**src/rtl/bmdma_pkg.sv**
```systemverilog
package bmdma_pkg;
  localparam int DATA_W = 32;
  localparam int IDX_W  = 2;

  localparam logic [IDX_W-1:0] IDX_CMD  = 2'd0;
  localparam logic [IDX_W-1:0] IDX_STAT = 2'd1;
  localparam logic [IDX_W-1:0] IDX_PTR  = 2'd2;

  // command bit positions
  localparam int CMD_RUN = 0;
  localparam int CMD_DIR = 3;
  // status bit positions
  localparam int ST_ACT  = 0;
  localparam int ST_ERR  = 1;
  localparam int ST_INT  = 2;
  localparam int ST_CAP0 = 5;
  localparam int ST_CAP1 = 6;
  // descriptor pointer alignment
  localparam int PTR_LSB = 2;

  // good outcome: idle, no fault, interrupt seen
  function automatic logic outcome_good(input logic act, input logic err, input logic intr);
    return !act && !err && intr;
  endfunction
endpackage

```
**src/rtl/bmdma_cmd_reg.sv**
```systemverilog
module bmdma_cmd_reg (
  input  logic clk,
  input  logic rst_n,
  input  logic wr,
  input  logic wr_run,
  input  logic wr_dir,
  output logic run,
  output logic dir,
  output logic run_rise,
  output logic run_fall
);
  assign run_rise = wr && wr_run && !run;
  assign run_fall = wr && !wr_run && run;

  always_ff @(posedge clk) begin
    if (!rst_n) begin
      run <= 1'b0;
      dir <= 1'b0;
    end else if (wr) begin
      run <= wr_run;
      dir <= wr_dir;
    end
  end
endmodule

```
**src/rtl/bmdma_status_reg.sv**
```systemverilog
module bmdma_status_reg
  import bmdma_pkg::*;
(
  input  logic       clk,
  input  logic       rst_n,
  input  logic       wr,
  input  logic       w1c_err,
  input  logic       w1c_int,
  input  logic [1:0] wr_cap,
  input  logic       run,
  input  logic       run_rise,
  input  logic       run_fall,
  input  logic       ev_done,
  input  logic       ev_err,
  input  logic       ev_irq,
  output logic       active,
  output logic       err,
  output logic       intr,
  output logic [1:0] cap,
  output logic       good_done,
  output logic       bad_done
);
  logic set_err, set_int, clr_act, judged_good;

  assign set_err     = ev_err;
  assign set_int     = ev_done || ev_irq;
  assign clr_act     = ev_done || ev_err || run_fall;
  assign judged_good = outcome_good(active, err, intr);

  always_ff @(posedge clk) begin
    if (!rst_n) begin
      active    <= 1'b0;
      err       <= 1'b0;
      intr      <= 1'b0;
      cap       <= '0;
      good_done <= 1'b0;
      bad_done  <= 1'b0;
    end else begin
      if (run_rise)     active <= 1'b1;
      else if (clr_act) active <= 1'b0;
      err       <= set_err || (err  && !(wr && w1c_err));
      intr      <= set_int || (intr && !(wr && w1c_int));
      if (wr) cap <= wr_cap;
      good_done <= run_fall && judged_good;
      bad_done  <= run_fall && !judged_good;
    end
  end

  AST_ACTIVE_NEEDS_RUN: assert property (@(posedge clk) disable iff (!rst_n)
    active |-> run);
  AST_ERR_STICKY: assert property (@(posedge clk) disable iff (!rst_n)
    ev_err |=> err);
  AST_CAP_HOLD: assert property (@(posedge clk) disable iff (!rst_n)
    !wr |=> $stable(cap));
  AST_DONE_SINGLE: assert property (@(posedge clk) disable iff (!rst_n)
    (good_done || bad_done) |=> !(good_done || bad_done));
endmodule

```
**src/rtl/bmdma_ptr_reg.sv**
```systemverilog
module bmdma_ptr_reg
  import bmdma_pkg::*;
(
  input  logic                  clk,
  input  logic                  rst_n,
  input  logic                  wr,
  input  logic                  run,
  input  logic [DATA_W-1:PTR_LSB] wr_ptr,
  output logic [DATA_W-1:0]     ptr
);
  logic take;
  assign take = wr && !run;

  always_ff @(posedge clk) begin
    if (!rst_n) ptr <= '0;
    else if (take) ptr <= {wr_ptr, {PTR_LSB{1'b0}}};
  end

  AST_PTR_FROZEN: assert property (@(posedge clk) disable iff (!rst_n)
    (wr && run) |=> $stable(ptr));
endmodule

```
**src/rtl/bmdma_ctrl.sv**
```systemverilog
module bmdma_ctrl
  import bmdma_pkg::*;
(
  input  logic              clk,
  input  logic              rst_n,
  input  logic              wr_en,
  input  logic [IDX_W-1:0]  wr_addr,
  input  logic [DATA_W-1:0] wr_data,
  input  logic [IDX_W-1:0]  rd_addr,
  output logic [DATA_W-1:0] rd_data,
  input  logic              dp_done,
  input  logic              dp_error,
  input  logic              dp_irq,
  output logic              run,
  output logic              dir_to_mem,
  output logic [DATA_W-1:0] table_base,
  output logic              host_irq,
  output logic              good_done,
  output logic              bad_done
);
  logic wr_cmd, wr_stat, wr_ptr;
  logic run_rise, run_fall;
  logic active, err, intr;
  logic [1:0] cap;

  assign wr_cmd  = wr_en && (wr_addr == IDX_CMD);
  assign wr_stat = wr_en && (wr_addr == IDX_STAT);
  assign wr_ptr  = wr_en && (wr_addr == IDX_PTR);

  bmdma_cmd_reg u_cmd (
    .clk(clk), .rst_n(rst_n), .wr(wr_cmd),
    .wr_run(wr_data[CMD_RUN]), .wr_dir(wr_data[CMD_DIR]),
    .run(run), .dir(dir_to_mem), .run_rise(run_rise), .run_fall(run_fall)
  );

  bmdma_status_reg u_stat (
    .clk(clk), .rst_n(rst_n), .wr(wr_stat),
    .w1c_err(wr_data[ST_ERR]), .w1c_int(wr_data[ST_INT]),
    .wr_cap({wr_data[ST_CAP1], wr_data[ST_CAP0]}),
    .run(run), .run_rise(run_rise), .run_fall(run_fall),
    .ev_done(dp_done), .ev_err(dp_error), .ev_irq(dp_irq),
    .active(active), .err(err), .intr(intr), .cap(cap),
    .good_done(good_done), .bad_done(bad_done)
  );

  bmdma_ptr_reg u_ptr (
    .clk(clk), .rst_n(rst_n), .wr(wr_ptr), .run(run),
    .wr_ptr(wr_data[DATA_W-1:PTR_LSB]), .ptr(table_base)
  );

  assign host_irq = intr;

  always_comb begin
    rd_data = '0;
    case (rd_addr)
      IDX_CMD: begin
        rd_data[CMD_RUN] = run;
        rd_data[CMD_DIR] = dir_to_mem;
      end
      IDX_STAT: begin
        rd_data[ST_ACT]  = active;
        rd_data[ST_ERR]  = err;
        rd_data[ST_INT]  = intr;
        rd_data[ST_CAP0] = cap[0];
        rd_data[ST_CAP1] = cap[1];
      end
      IDX_PTR: rd_data = table_base;
      default: rd_data = '0;
    endcase
  end

  AST_IRQ_LEVEL: assert property (@(posedge clk) disable iff (!rst_n)
    (rd_addr == IDX_STAT) |-> (rd_data[ST_INT] == host_irq));
  AST_RUN_ARMS: assert property (@(posedge clk) disable iff (!rst_n)
    (wr_cmd && wr_data[CMD_RUN] && !run) |=> (run && active));
endmodule

```
**config.mk**
```make
export PLATFORM = sky130hd
export DESIGN_NAME = bmdma_ctrl
export DESIGN_NICKNAME = d
export VERILOG_FILES = /design/src/rtl/bmdma_pkg.sv /design/src/rtl/bmdma_cmd_reg.sv /design/src/rtl/bmdma_status_reg.sv /design/src/rtl/bmdma_ptr_reg.sv /design/src/rtl/bmdma_ctrl.sv
export SDC_FILE = /design/constraint.sdc
export NUM_CORES = 1
export LEC_CHECK = 0
export ABC_AREA = 1
export BUFFER_PORTS_ARGS = -buffer_cell sky130_fd_sc_hd__buf_4
export CAP_MARGIN = 5
export CORE_MARGIN = 10
export CORE_UTILIZATION = 40
export CTS_CLUSTER_DIAMETER = 150
export CTS_CLUSTER_SIZE = 14
export DETAILED_ROUTE_END_ITERATION = 8
export HOLD_SLACK_MARGIN = 0.05
export PLACE_DENSITY = 0.75
export SYNTH_ARGS = -nofsm -noshare
export SYNTH_HDL_FRONTEND = slang
export SYNTH_HIERARCHICAL = 1
export SYNTH_SLANG_ARGS = --single-unit
```
**constraint.sdc**
```tcl
create_clock -name clk -period 1.4 [get_ports clk]
set_input_delay 0.14 -clock clk [delete_from_list [all_inputs] [get_ports clk]]
set_output_delay 0.14 -clock clk [all_outputs]
set_load 0.02 [all_outputs]
```
==> results of run 1 <==
-- where the power goes --
| group | internal (uW) | switching, uW | total, uW |
|---|---|---|---|
| logic | 249 | 299 | 548 |
| registers | 1170 | 46.6 | 1210 |
| clock network | 332 | 347 | 678 |
-- area by class of cell --
class	count	area [um2]
tap	67	83.8
timing repair buffer	117	891
inverter	71	267
fill	505	1830
sequential	39	782
multi-input combinational	210	892
clock buffer	6	72.6
-- worst min-delay path by stage --
stage               cells after the start             to  slack, ps  startpoint
floorplan                               2     u_stat/err        260    dp_error
global placement                        3     u_stat/err        370    dp_error
detailed placement                      3     u_stat/err        380    dp_error
CTS                                     3     u_stat/err         70    dp_error
global route                            3  u_stat/cap[1]         90  wr_data[6]
finish                                  3     u_stat/err         80    dp_error
-- worst max-delay path: stages --
cell and delay [ps]:
buf_4 120, inv_1 70, ha_1 240, buf_4 270, nand2_1 70, inv_1 70
buf_4 140
-- synthesized netlist by cell type (all sizes together) --
library cell and count:
clkbuf 1, dfxtp 39, nor2 78, nor3 2, ha 4, nor3b 1, buf 16, o21ai 2
a21oi 7, nand2 83, conb 1, inv 71, nand3 31
-- logic make-up (layout without fill, tap and decap cells) --
group,after synthesis,after routing,share of synthesized area
and+or+nand+nor,195,195,0.388
buffers and inverters,88,194,0.176
DFF,39,39,0.387
AOI/OAI and AO/OA,9,9,0.0223
adders and majority gates,4,4,0.0248
other,1,2,0.00186
-- routing by layer --
metal | share of wire | vias to the layer above | global-route usage
li1 | - | 1180 | -
met1 | 0.42 | 971 | 0.151
met2 | 0.47 | 72 | 0.248
met3 | 0.10 | 4 | 0.0733
met4 | 0.0086 | 0 | 0.0352
met5 | 0 | - | 0
-- stage by stage --
stage / hold WS, ps / power [uW]
after floorplan: 257 / 1530
after global placement: 368 / 1780
after detailed placement: 377 / 1790
after CTS: 74.7 / 2480
after global routing: 90.9 / 2580
final: 77.9 / 2440
==> impl_metrics.json, run 1 <==
{
  "status": "finished, final reports clean",
  "clk_pin_slew_ps": 70,
  "synth_cell_type_count": 18,
  "postCtsSetupBuffers": 0,
  "start_util": 0.419,
  "grt_usage": 0.143,
  "endpoint": "rd_data[10]",
  "drt-initial-drc-count": 59,
  "synth_seq_area_share": 0.387,
  "period_minus_slack_ps": 1270,
  "fin_tns_setup_ps": 0,
  "dp_cells": 504,
  "max-cap-violations": 0,
  "yosys_warnings": 6,
  "slew_violations": 0,
  "nets": 490,
  "critical_path_class": "in -> out",
  "p_leak_uw": 0.00180,
  "min_path_type": "in -> reg",
  "setup_viol": 0,
  "grt_pass1_vias": 2242,
  "final_area_um2": 2990,
  "vias": 2227,
  "area_growth_pct": 48.0,
  "overflow": 0,
  "cts_tree": "built",
  "r2r_end": "u_ptr/ptr[13]",
  "hpwl_um": 4970,
  "clk_path_buf_depth": 2,
  "top_register": "u_ptr/ptr",
  "grt_max_degree": 37,
  "place_area_um2": 2910,
  "post_drt_wl_per_cell_um": 12.1,
  "irDropWorstVdd_v": 0.000457,
  "final_cells": 510,
  "syn_area_per_cell_um2": 6.01,
  "layout-drive-gt1-share": 0.287,
  "cts_num_sinks": 39,
  "syn-cell-area_um2": 2020,
  "rsz0062_at_grt": "false",
  "final_common_cell": "buf_4",
  "ys_ff_latch": 39,
  "clock_latency_ps": 280,
  "crit_path_end_kind": "output port",
  "wl_um": 6180,
  "synthCells": 336,
  "viasPerCell": 4.37,
  "die_h_um": 91.1,
  "gp_congestion": 0.791,
  "crit_arrival_ps": 1130,
  "fin_skew_ps": 3.90,
  "pre_cts_ws_ps": 116,
  "start_kind": "input pin",
  "yosysTopAreaCellShare": 0.387,
  "fin_ws_ps": 132,
  "layout_common_cells": "buf_4, nand2_1, nor2_1",
  "antenna_found_initial": 0,
  "dr.pass1.iters": 4,
  "cts_resized": 0,
  "largest_register_ffs": 30,
  "dieArea_um2": 8290,
  "period_share": 0.906,
  "synth_top_cell_by_area": "dfxtp_1",
  "hold_viol": 0,
  "postRouteAntennaNets": 0,
  "cts_max_level": 2,
  "largestRegisters": "u_ptr/ptr x30, u_stat/cap x2",
  "numPortBuffers": 108,
  "postLayoutCoreUtil": 0.620,
  "route.detailed.drc": 0,
  "clock.fmax_mhz": 788,
  "cp_max_fo": 22,
  "cts_buffers": 5,
  "reg2reg_depth": 5,
  "grt_pass1_wl_um": 10100,
  "diodes": 0,
  "die_x_um": 91.1,
  "reg2reg_slack_ps": 410,
  "power_density_nw_per_um2": 816,
  "num_rows": 25,
  "ios": 111,
  "required_ps": 1260,
  "r2r_start": "u_cmd/run",
  "crit_start": "rd_addr[0]",
  "hold_buffers": 0,
  "cts_root_buffer": "clkbuf_8",
  "core-area_um2": 4820,
  "synth.area.top_cells": "dfxtp_1, nand2_1, nor2_1, inv_1, nand3_1"
}
Note: power is estimated with default switching activity, not from simulation.
==> run 2: changes to the inputs <==
--- a/config.mk
+++ b/config.mk
@@ -10,9 +10,10 @@
 export CAP_MARGIN = 5
 export CORE_MARGIN = 10
 export CORE_UTILIZATION = 40
-export CTS_CLUSTER_DIAMETER = 150
+export CTS_CLUSTER_DIAMETER = 120
 export CTS_CLUSTER_SIZE = 14
 export DETAILED_ROUTE_END_ITERATION = 8
+export GPL_TIMING_DRIVEN = 0
 export HOLD_SLACK_MARGIN = 0.05
 export PLACE_DENSITY = 0.75
 export SYNTH_ARGS = -nofsm -noshare
==> run 2 against run 1 <==
Compared with the run above: core utilization up 0.68 points; first-iteration DRC count down 20%; cell area up 1.1%; sequential share of layout area down 0.32 points; non-clock buffer count up 8; routed wire length up 1.4%; die area unchanged; sequential power about the same; largest cell class is now buffers; highest routed layer unchanged.
==> impl_metrics.json, run 2 (same netlist as run 1, synthesis figures left out) <==
{
  "die_x_um": 91.1,
  "p_leak_uw": 0.00183,
  "overflow": 0,
  "die_h_um": 91.1,
  "drt-initial-drc-count": 47,
  "cts_num_sinks": 39,
  "largest_register_ffs": 30,
  "r2r_end": "u_ptr/ptr[21]",
  "status": "finished, final reports clean",
  "grt_pass1_vias": 2225,
  "postCtsSetupBuffers": 0,
  "clk_path_buf_depth": 2,
  "reg2reg_depth": 5,
  "use_met3": 0.0790,
  "rsz0062_at_grt": "false",
  "fin_tns_setup_ps": 0,
  "setup_viol": 0,
  "wl_um": 6270,
  "crit_arrival_ps": 1140,
  "postLayoutCoreUtil": 0.627,
  "period_minus_slack_ps": 1280,
  "clk_pin_slew_ps": 80,
  "required_ps": 1260,
  "reg2reg_slack_ps": 290,
  "diodes": 0,
  "p_switching_uw": 738,
  "critPathMaxStageDelay_ps": 470,
  "start_kind": "flop",
  "crit_path_end_kind": "output port",
  "use_met2": 0.247,
  "worstMarginPinSlew_ps": 625,
  "cts_root_buffer": "clkbuf_8",
  "dieArea_um2": 8290,
  "worstPathCellList": "nand2_1 -> nand3_1 -> nand2_1 -> inv_1 -> buf_4",
  "r2r_start": "u_cmd/run",
  "num_rows": 25,
  "crit_top_cell": "nand2_1",
  "nets": 498,
  "hp-start": "dp_error",
  "vias": 2249,
  "min_path_type": "in -> reg",
  "clock.fmax_mhz": 781,
  "largestRegisters": "u_ptr/ptr x30, u_stat/cap x2",
  "cts_tree": "built",
  "grt_usage": 0.152,
  "power_density_nw_per_um2": 861,
  "numPortBuffers": 108,
  "cts_max_level": 2,
  "grt_use_met1": 0.175,
  "grt_max_degree": 12,
  "hpwl_um": 4950,
  "hold_viol": 0,
  "layout-drive-gt1-share": 0.294,
  "fin_skew_ps": 4.47,
  "power.share.combinational": 0.212,
  "dr.pass1.iters": 4,
  "hold_end": "u_stat/err",
  "clock_latency_ps": 290,
  "sw_frac_of_total": 0.284,
  "gp_congestion": 0.783,
  "p_int_uw": 1860,
  "slew_violations": 0,
  "top_register": "u_ptr/ptr",
  "pre_cts_ws_ps": -75.1,
  "holdPathStages": 3,
  "route.detailed.drc": 0,
  "antenna_found_initial": 0,
  "slew_headroom": 0.582,
  "postRouteAntennaNets": 0,
  "final_common_cell": "buf_4",
  "grt_pass1_wl_um": 10600,
  "core-area_um2": 4820,
  "fin_ws_ps": 120,
  "cts_buffers": 5,
  "viasPerCell": 4.33,
  "hold_buffers": 0,
  "area_growth_pct": 49.6,
  "layout_common_cells": "buf_4, nand2_1, nor2_1",
  "critical_path_class": "reg -> out",
  "irDropWorstVdd_v": 0.000426,
  "holdWs_ps": 65.5,
  "crit_buf_inv": 2,
  "period_share": 0.914,
  "cp_max_fo": 7,
  "crit_family": "flip-flops",
  "globalRoute.busiestLayer": "met2",
  "ios": 111,
  "cp_slowest_cell": "dfxtp_1",
  "start_util": 0.419,
  "p_clk_frac": 0.323,
  "post_drt_wl_per_cell_um": 12.0,
  "max-cap-violations": 0,
  "power_frac_seq": 0.465
}
run 2: cell count changes in the layout (fill, tap and decap cells not counted), moves of 2 or more:
cell / change
buf_1: +2
clkbuf_8: +2
buf_2: +11
buf_4: -5
run 2: power by group through the flow:
stage / registers [uW] / logic [uW] / clock network (uW)
2_1_floorplan: 1290 / 238 / 0
3_3_place_gp: 1230 / 547 / 0
3_5_place_dp: 1240 / 555 / 0
4_1_cts: 1210 / 557 / 861
5_1_grt: 1220 / 619 / 925
6_report: 1210 / 552 / 839
run 2: timing repair:
| action | 4_1_cts | 5_1_grt |
|---|---|---|
| endpoints found under the setup margin | 0 | 8 |
| hold endpoints to repair | 0 | 0 |
| gates resized for setup | 0 | 1 |
run 2: how the worst max path moves through the flow:
stage | startpoint | endpoint | slack (ps) | depth (start not counted)
after floorplan | rd_addr[0] | rd_data[2] | 300 | 5
after global placement | wr_addr[0] | u_ptr/ptr[18] | -50 | 6
after detailed placement | wr_addr[0] | u_ptr/ptr[21] | -80 | 7
after CTS | rd_addr[0] | rd_data[6] | 80 | 7
after global routing | u_cmd/run | rd_data[0] | 2 | 5
final | u_cmd/run | rd_data[0] | 120 | 5
run 2: layout make-up:
type | count | area, um2
clock buffers | 8 | 100
plain buffers | 17 | 88.8
flip-flops and latches | 39 | 781
well taps | 67 | 83.8
multi-input cells | 210 | 890
fillers | 500 | 1800
inverters | 71 | 267
repair buffers | 108 | 811
run 2: worst register-to-register path: stages (launching register included):
cell     delay, ps
dfxtp_1        470
inv_1          110
buf_2          200
nand3_1        100
nand2_1         50
nor2_1         110
run 2: per-layer routing:
layer | wire (um) | up-vias
met5 | 0 | -
met4 | 14 | 0
met2 | 2890 | 86
met1 | 2670 | 966
li1 | - | 1195
met3 | 686 | 2
run 2: through the flow:
stage,area (um2),std cells,power (uW)
4_1_cts,3020,520,2630
6_report,3020,520,2600
3_5_place_dp,2920,512,1790
5_1_grt,3020,520,2760
2_1_floorplan,2020,337,1530
3_3_place_gp,2920,512,1780
==> run 3: changes to the inputs <==
--- a/config.mk
+++ b/config.mk
@@ -14,7 +14,7 @@
 export CTS_CLUSTER_SIZE = 14
 export DETAILED_ROUTE_END_ITERATION = 8
 export GPL_TIMING_DRIVEN = 0
-export HOLD_SLACK_MARGIN = 0.05
+export HOLD_SLACK_MARGIN = 0.15
 export PLACE_DENSITY = 0.75
 export SYNTH_ARGS = -nofsm -noshare
 export SYNTH_HDL_FRONTEND = slang
==> run 3 against run 2 <==
Compared with the run above: first-iteration DRC count rose by 53%; sequential power barely moved; sequential share of layout area fell by 1.6 points; clock-buffer cell count did not move; total power rose by 1.9%; clock skew fell by 1.3 ps; non-clock buffer count rose by 19; cell area rose by 6.6%; hold slack improved by 87 ps; largest cell class unchanged; largest power group unchanged; highest routed layer unchanged.
==> impl_metrics.json, run 3 (same netlist as run 1, synthesis figures left out) <==
{
  "reg2reg_slack_ps": 240,
  "cp_slowest_cell": "dlygate4sd3_1",
  "p_int_uw": 1900,
  "grt_max_degree": 12,
  "num_rows": 25,
  "wl_met1_um": 2680,
  "antenna_found_initial": 0,
  "power_density_nw_per_um2": 823,
  "clock_latency_ps": 280,
  "cts_tree": "built",
  "period_share": 0.967,
  "p_leak_uw": 0.00192,
  "rsz0062_at_grt": "false",
  "crit_path_end_kind": "flop",
  "core-area_um2": 4820,
  "critPathMaxStageDelay_ps": 550,
  "fin_skew_ps": 3.12,
  "cts_root_buffer": "clkbuf_8",
  "slew_headroom": 0.578,
  "hold_viol": 0,
  "postLayoutCoreUtil": 0.668,
  "numPortBuffers": 108,
  "fin_total_pwr_uw": 2650,
  "power_frac_seq": 0.457,
  "crit_family": "buffers and inverters",
  "hpwl_um": 4950,
  "p_switching_uw": 750,
  "dr_wl_met2_um": 3230,
  "postRouteAntennaNets": 0,
  "die_h_um": 91.1,
  "dr_wl_met3_um": 734,
  "max-cap-violations": 0,
  "drt-initial-drc-count": 72,
  "min_path_type": "in -> reg",
  "r2r_start": "u_stat/cap[0]",
  "irDropWorstVdd_v": 0.000449,
  "route.detailed.drc": 0,
  "power.share.combinational": 0.227,
  "period_minus_slack_ps": 1350,
  "crit_start": "dp_irq",
  "wl_um": 6690,
  "vias": 2350,
  "cp_max_fo": 1,
  "dr.pass1.iters": 4,
  "largestRegisters": "u_ptr/ptr x30, u_stat/cap x2",
  "multi_input_area_um2": 895,
  "pre_cts_ws_ps": -75.1,
  "grt_pass1_wl_um": 11300,
  "start_kind": "input pin",
  "critical_path_class": "in -> reg",
  "setup_viol": 0,
  "fillCellCount": 473,
  "crit_buf_inv": 3,
  "layout-drive-gt1-share": 0.284,
  "nets": 517,
  "area_growth_pct": 59.4,
  "cts_num_sinks": 39,
  "viasPerCell": 4.36,
  "start_util": 0.419,
  "clk_path_buf_depth": 2,
  "worstMarginPinSlew_ps": 631,
  "ios": 111,
  "worstPathCellList": "dlygate4sd3_1 -> buf_4 -> nor2_1 -> dlygate4sd3_1 -> a21oi_1",
  "crit_top_cell": "dlygate4sd3_1",
  "clock.fmax_mhz": 739,
  "diodes": 0,
  "cts_buffers": 5,
  "seq_area_um2": 781,
  "dieArea_um2": 8290,
  "gp_congestion": 0.783,
  "grt_pass1_vias": 2352,
  "cts_max_level": 2,
  "largest_register_ffs": 30,
  "post_drt_wl_per_cell_um": 12.4,
  "final_common_cell": "buf_4",
  "layout_common_cells": "buf_4, nand2_1, nor2_1",
  "die_x_um": 91.1,
  "grt_usage": 0.161,
  "highest_layer": "met4",
  "clk_pin_slew_ps": 70,
  "overflow": 0,
  "p_clk_frac": 0.316,
  "sw_frac_of_total": 0.283,
  "required_ps": 1580,
  "status": "finished, final reports clean",
  "crit_arrival_ps": 1540,
  "slew_violations": 0,
  "hp-start": "wr_data[12]",
  "top_register": "u_ptr/ptr",
  "fin_ws_ps": 46.2,
  "holdWs_ps": 153
}
[run 3: cell type report]
| class | count | area share |
|---|---|---|
| repair buffers | 127 | 0.311 |
| multi-input cells | 210 | 0.278 |
| flip-flops and latches | 39 | 0.243 |
| inverters | 71 | 0.0828 |
| clock buffers | 8 | 0.0311 |
| plain buffers | 17 | 0.0288 |
| well taps | 67 | 0.0260 |
[run 3: final timing paths]
| kind | to | cells after the start |
|---|---|---|
| worst max register to register | u_stat/cap[0] | 3 |
| worst min-delay path | u_ptr/ptr[12] | 5 |
| worst max-delay path | u_stat/intr | 5 |
| worst min register to register | u_stat/good_done | 1 |
[run 3: per-stage QoR]
stage	area, um2	setup TNS, ps	cells
after global routing	3220	0	539
after floorplan	2020	0	337
after detailed placement	2920	-906	512
after CTS	3210	0	539
after global placement	2920	-1100	512
final	3220	0	539
[run 3: per-layer routing]
metal,track usage,vias to the layer above
li1,-,1234
met1,0.176,1025
met2,0.275,87
met3,0.0798,4
met4,0.0366,0
met5,0,-
[run 3: worst min-delay path: stages]
cell and delay [ps]:
buf_4 70, inv_1 30, nand3_1 50, nand2_1 40, nor2_1 70
[run 3: power by group through the flow]
stage | Clock [uW] | Sequential, uW | Combinational (uW)
finish | 836 | 1210 | 602
global route | 922 | 1220 | 670
CTS | 861 | 1210 | 599
detailed placement | 0 | 1240 | 555
global placement | 0 | 1230 | 547
floorplan | 0 | 1290 | 238
[run 3: timing repair]
item	in CTS	in global routing
gates resized for setup	0	3
hold buffers	19	0
hold endpoints to repair	16	0
endpoints found under the setup margin	0	10
buffers inserted	0	0
